--- src/rtl/flag_pkg.sv ---
package flag_pkg;
   localparam int FLAGS_W = 16;
   localparam int POS_C = 0;
   localparam int POS_P = 2;
   localparam int POS_A = 4;
   localparam int POS_Z = 6;
   localparam int POS_S = 7;
   localparam int POS_T = 8;
   localparam int POS_I = 9;
   localparam int POS_D = 10;
   localparam int POS_O = 11;

   typedef enum logic [1:0] {
      OPK_ADD  = 2'b00,
      OPK_SUB  = 2'b01,
      OPK_LOGA = 2'b10,
      OPK_LOGB = 2'b11
   } op_kind_e;

   function automatic logic is_arith(op_kind_e k);
      return (k == OPK_ADD) || (k == OPK_SUB);
   endfunction
endpackage

--- src/rtl/flag_width_view.sv ---
module flag_width_view #(
   parameter int DATA_W = 16,
   parameter int LOW_W  = 8
) (
   input  logic [DATA_W-1:0] a,
   input  logic [DATA_W-1:0] b,
   input  logic [DATA_W-1:0] r,
   input  logic              wide,
   output logic              sgn_a,
   output logic              sgn_b,
   output logic              sgn_r,
   output logic              r_zero
);
   localparam int HI_W = DATA_W - LOW_W;

   logic low_zero;
   logic high_zero;

   assign low_zero  = (r[LOW_W-1:0] == '0);
   assign high_zero = (r[DATA_W-1:LOW_W] == {HI_W{1'b0}});

   always_comb begin
      if (wide) begin
         sgn_a = a[DATA_W-1];
         sgn_b = b[DATA_W-1];
         sgn_r = r[DATA_W-1];
      end else begin
         sgn_a = a[LOW_W-1];
         sgn_b = b[LOW_W-1];
         sgn_r = r[LOW_W-1];
      end
   end

   assign r_zero = low_zero & (high_zero | ~wide);
endmodule

--- src/rtl/flag_parity.sv ---
module flag_parity #(
   parameter int PAR_W = 8
) (
   input  logic [PAR_W-1:0] bits,
   output logic             even
);
   logic [PAR_W:0] chain;

   assign chain[0] = 1'b0;
   for (genvar k = 0; k < PAR_W; k++) begin : g_xor
      assign chain[k+1] = chain[k] ^ bits[k];
   end

   assign even = ~chain[PAR_W];
endmodule

--- src/rtl/flag_arith.sv ---
module flag_arith
   import flag_pkg::*;
(
   input  op_kind_e kind,
   input  logic     sgn_a,
   input  logic     sgn_b,
   input  logic     sgn_r,
   input  logic     carry_msb,
   input  logic     carry_nib,
   input  logic     aux_prev,
   output logic     c_out,
   output logic     a_out,
   output logic     o_out
);
   logic same_sign;
   logic res_flip;

   assign same_sign = ~(sgn_a ^ sgn_b);
   assign res_flip  = sgn_r ^ sgn_a;

   always_comb begin
      unique case (kind)
         OPK_ADD: begin
            c_out = carry_msb;
            a_out = carry_nib;
            o_out = same_sign & res_flip;
         end
         OPK_SUB: begin
            c_out = carry_msb;
            a_out = carry_nib;
            o_out = ~same_sign & res_flip;
         end
         default: begin
            c_out = 1'b0;
            a_out = aux_prev;
            o_out = 1'b0;
         end
      endcase
   end
endmodule

--- src/rtl/status_flag_builder.sv ---
module status_flag_builder
   import flag_pkg::*;
#(
   parameter int          DATA_W     = 16,
   parameter int          LOW_W      = 8,
   parameter logic [15:0] FIXED_BITS = 16'h0002
) (
   input  logic [DATA_W-1:0]  opnd_a,
   input  logic [DATA_W-1:0]  opnd_b,
   input  logic [DATA_W-1:0]  result,
   input  logic               carry_msb,
   input  logic               carry_nib,
   input  logic [1:0]         op_kind,
   input  logic               word_op,
   input  logic [FLAGS_W-1:0] flags_prev,
   output logic [FLAGS_W-1:0] flags_next
);
   localparam logic [FLAGS_W-1:0] LIVE_MASK =
      (FLAGS_W'(1) << POS_C) | (FLAGS_W'(1) << POS_P) | (FLAGS_W'(1) << POS_A) |
      (FLAGS_W'(1) << POS_Z) | (FLAGS_W'(1) << POS_S) | (FLAGS_W'(1) << POS_T) |
      (FLAGS_W'(1) << POS_I) | (FLAGS_W'(1) << POS_D) | (FLAGS_W'(1) << POS_O);
   localparam logic [FLAGS_W-1:0] CTRL_MASK =
      (FLAGS_W'(1) << POS_T) | (FLAGS_W'(1) << POS_I) | (FLAGS_W'(1) << POS_D);

   if (DATA_W != 2 * LOW_W) begin : g_bad_width
      $error("status_flag_builder: DATA_W must be twice LOW_W");
   end
   if ((FIXED_BITS & LIVE_MASK) != '0) begin : g_bad_fixed
      $error("status_flag_builder: FIXED_BITS overlaps live flag bits");
   end

   op_kind_e kind;
   logic     sgn_a, sgn_b, sgn_r, r_zero;
   logic     par_even;
   logic     c_bit, a_bit, o_bit;

   assign kind = op_kind_e'(op_kind);

   flag_width_view #(.DATA_W(DATA_W), .LOW_W(LOW_W)) i_view (
      .a      (opnd_a),
      .b      (opnd_b),
      .r      (result),
      .wide   (word_op),
      .sgn_a  (sgn_a),
      .sgn_b  (sgn_b),
      .sgn_r  (sgn_r),
      .r_zero (r_zero)
   );

   flag_parity #(.PAR_W(LOW_W)) i_par (
      .bits (result[LOW_W-1:0]),
      .even (par_even)
   );

   flag_arith i_arith (
      .kind      (kind),
      .sgn_a     (sgn_a),
      .sgn_b     (sgn_b),
      .sgn_r     (sgn_r),
      .carry_msb (carry_msb),
      .carry_nib (carry_nib),
      .aux_prev  (flags_prev[POS_A]),
      .c_out     (c_bit),
      .a_out     (a_bit),
      .o_out     (o_bit)
   );

   always_comb begin
      flags_next        = FIXED_BITS | (flags_prev & CTRL_MASK);
      flags_next[POS_C] = c_bit;
      flags_next[POS_P] = par_even;
      flags_next[POS_A] = a_bit;
      flags_next[POS_Z] = r_zero;
      flags_next[POS_S] = sgn_r;
      flags_next[POS_O] = o_bit;
   end
endmodule

--- config.mk ---
export PLATFORM = sky130hd
export DESIGN_NAME = status_flag_builder
export DESIGN_NICKNAME = d
export VERILOG_FILES = /design/src/rtl/flag_pkg.sv /design/src/rtl/flag_width_view.sv /design/src/rtl/flag_parity.sv /design/src/rtl/flag_arith.sv /design/src/rtl/status_flag_builder.sv
export SDC_FILE = /design/constraint.sdc
export NUM_CORES = 1
export LEC_CHECK = 0
export ABC_AREA = 1
export BUFFER_PORTS_ARGS = -buffer_cell sky130_fd_sc_hd__buf_2
export CAP_MARGIN = 25
export CORE_UTILIZATION = 28
export DETAILED_ROUTE_END_ITERATION = 8
export PLACE_DENSITY = 0.95
export SLEW_MARGIN = 20
export SYNTH_ARGS = -nofsm -noshare
export SYNTH_HDL_FRONTEND = slang
export SYNTH_SLANG_ARGS = --single-unit
export TNS_END_PERCENT = 100
--- constraint.sdc ---
create_clock -name vclk -period 2.5
set_input_delay 0.5 -clock vclk [all_inputs]
set_output_delay 0.5 -clock vclk [all_outputs]
set_load 0.03 [all_outputs]
==> summary.md <==
| Metric | Value |
|---|---|
| Syn-to-layout area delta | 18.5% |
| Number of cells on the worst hold path | 0 |
| Leading post-synthesis cells by cell area | sky130_fd_sc_hd__buf_4 29%, sky130_fd_sc_hd__nand2_1 21%, sky130_fd_sc_hd__inv_1 9.9%, sky130_fd_sc_hd__nor2_1 8.1%, sky130_fd_sc_hd__xnor2_1 6.3% |
| Fraction of final layout cells sized beyond drive strength 1 | 36.6% |
| HP Start | flags_prev[9] |
| Number of detailed-route iterations in the first pass | 4 |
| Crit Path Max Fanout | 2 |
| DIE HEIGHT | 40.7 um |
| Critical path data arrival time | 1.38 ns |
| Max_cap viols | 0 |
| Detailed-route vias per instance | 4.09 |
| Total power | 110 uW |
| Number of slew-limit violations in the final report | 0 |
| Final Cycle Share | 75.2% |
| Cell Chain, Critical Path | buf_2 > inv_1 > ha_1 > xnor2_1 > nand2_1 > nand2_1 > buf_2 |
| Via Count | 475 |
| Sequential cell area | 0 um2 |
| Avg Synthesized Cell Area | 5.24 um2 |
| First-pass GRT wire length | 1190 um |
| Slowest cell on the critical path | sky130_fd_sc_hd__ha_1 |
| Setup violators final | 0 |
| Commonest cells after routing, fill and taps aside | 32 x sky130_fd_sc_hd__buf_2, 24 x sky130_fd_sc_hd__nand2_1, 11 x sky130_fd_sc_hd__inv_1 |
| Highest cell delay on the worst timing path | 0.32 ns |
| Critical path buffer and inverter count | 3 |
| Number of gates resized after CTS | 0 |
| Finished layout cell area | 497 um2 |
| Cell area after placement | 497 um2 |
| Total Neg Setup Slack | 0 ns |
| Leakage power figure | 0.350 nW |
| Logic depth of the worst path, buffers included | 7 |
| Global placement routability congestion | 0.633 |
| Category of cells accounting for the largest share of critical-path delay | adder cells |
| Overall die area | 1660 um2 |
| Register area share after synthesis | 0% |
| Drt drc | 0 |
| # port buffers | 32 |
| Result of the run | finished clean |
| Hold crit path type | input port to output pin |
| Overall track demand over capacity in global routing | 10.1% |
| Fillers | 161 |
| Sort of element at the start of the critical path | input port |
| End point of the most critical hold path | flags_next[9] |
| Share of Yosys cell area claimed by the top area cell type | 28.7% |
| Final nets | 173 |
| IO Pins | 85 |
| Maximum number of pins on one net before global-route repair | 8 |
| Fmax | 0.532 GHz |
| Cell type contributing the most total cell area after synthesis | sky130_fd_sc_hd__buf_4 |
| Pwr dens | 222 nW/um2 |
| Startpoint of the most critical setup path | result[0] |
| Post-Route WL | 887 um |
| Antenna cell count | 0 |
| HPWL Detailed | 830 um |
| Leading cell type in the layout, fill and taps excluded | sky130_fd_sc_hd__buf_2 |
| Min Tclk post-route | 1.88 ns |
| Average wire per cell in the routed design | 7.65 um |
| Antenna violations before repair | 0 |
| Critical path class | input port to output pin |
| Syn. warnings | 0 |
| Layout clock buffer count | 0 |
| Cell Area, Synth | 419 um2 |
| Chip width | 40.7 um |
| Worst VDD drop | 0.0000897 V |
| Placement Rows | 13 |
| Number of global-route vias before repair | 334 |
| Number of buffers added to fix hold violations after cts | 0 |
| Aggregate global routing overflow | 0 |
| Post-detailed-route count of antenna-violating nets | 0 |
| 1st-iter DRT viols | 6 |
| Starting utilization of the core area | 31.0% |
| Postcts setup bufs | 0 |
| Placeable core region | 1350 um2 |
| Final cell utilization of the core | 36.8% |
| Gate count of the mapped netlist | 80 |
| Setup crit end kind | output pin |
| Data required time of the worst path | 2.00 ns |
| Multi-input gate area in the final layout | 269 um2 |
| Final hold viol count | 0 |
| Unique cell type count in the Yosys netlist | 15 |
| Layout sequential cell count | 0 |
| RSZ-0062 raised after global routing | no |
==> through the flow <==
step	setup slack, ns	cells	hold slack [ns]
floorplan	0.751	85	1.13
global placement	0.614	116	1.00
detailed placement	0.614	116	1.00
CTS	0.611	116	1.00
global route	0.539	116	1.00
finish	0.619	116	1.00
==> logic make-up (layout without fill, tap and decap cells) <==
family,count (synthesis),after routing,synth area share [%]
AOI/OAI and AO/OA,3,3,4.48
xor gates and xnor gates,6,6,12.5
buffers and inverters,29,45,40.3
adders and majority gates,1,1,2.98
and+or+nand+nor,39,39,37.9
other,2,7,1.79
==> how the worst max path moves through the flow <==
stage	slack (ns)	to
finish	0.62	flags_next[2]
floorplan	0.75	flags_next[2]
global placement	0.61	flags_next[2]
global route	0.54	flags_next[2]
detailed placement	0.61	flags_next[2]
CTS	0.61	flags_next[2]
==> synthesized netlist by cell type <==
| library cell | instances |
|---|---|
| sky130_fd_sc_hd__nand4_1 | 2 |
| sky130_fd_sc_hd__conb_1 | 2 |
| sky130_fd_sc_hd__o21ai_0 | 1 |
| sky130_fd_sc_hd__inv_2 | 2 |
| sky130_fd_sc_hd__nand3_1 | 2 |
| sky130_fd_sc_hd__nand2_1 | 24 |
| sky130_fd_sc_hd__xnor2_1 | 3 |
| sky130_fd_sc_hd__xor2_1 | 3 |
| sky130_fd_sc_hd__a21oi_2 | 1 |
| sky130_fd_sc_hd__nor2_1 | 9 |
| sky130_fd_sc_hd__a21oi_1 | 1 |
| sky130_fd_sc_hd__buf_4 | 16 |
| sky130_fd_sc_hd__ha_1 | 1 |
| sky130_fd_sc_hd__inv_1 | 11 |
| sky130_fd_sc_hd__nand2_2 | 2 |
==> routing by layer <==
layer | share of wire (%) | up-vias | GRT usage [%] | routed length, um
li1 | - | 255 | - | -
met1 | 41 | 189 | 12.2 | 364
met2 | 48 | 31 | 20.6 | 430
met4 | 0 | 0 | 0 | 0
met3 | 10 | 0 | 0 | 92
met5 | 0 | - | 0 | 0
==> power breakdown <==
group	leakage, nW	switching (mW)	internal, mW
clock	0	0	0
sequential	0	0	0
combinational	0.350	0.0704	0.0401
total	0.350	0.0704	0.0401
==> layout make-up <==
class / instances / area share (%)
inverters: 13 / 9.82
well taps: 15 / 3.78
multi-input cells: 56 / 54.2
repair buffers: 32 / 32.2
Note: power is estimated with default switching activity, not from simulation.
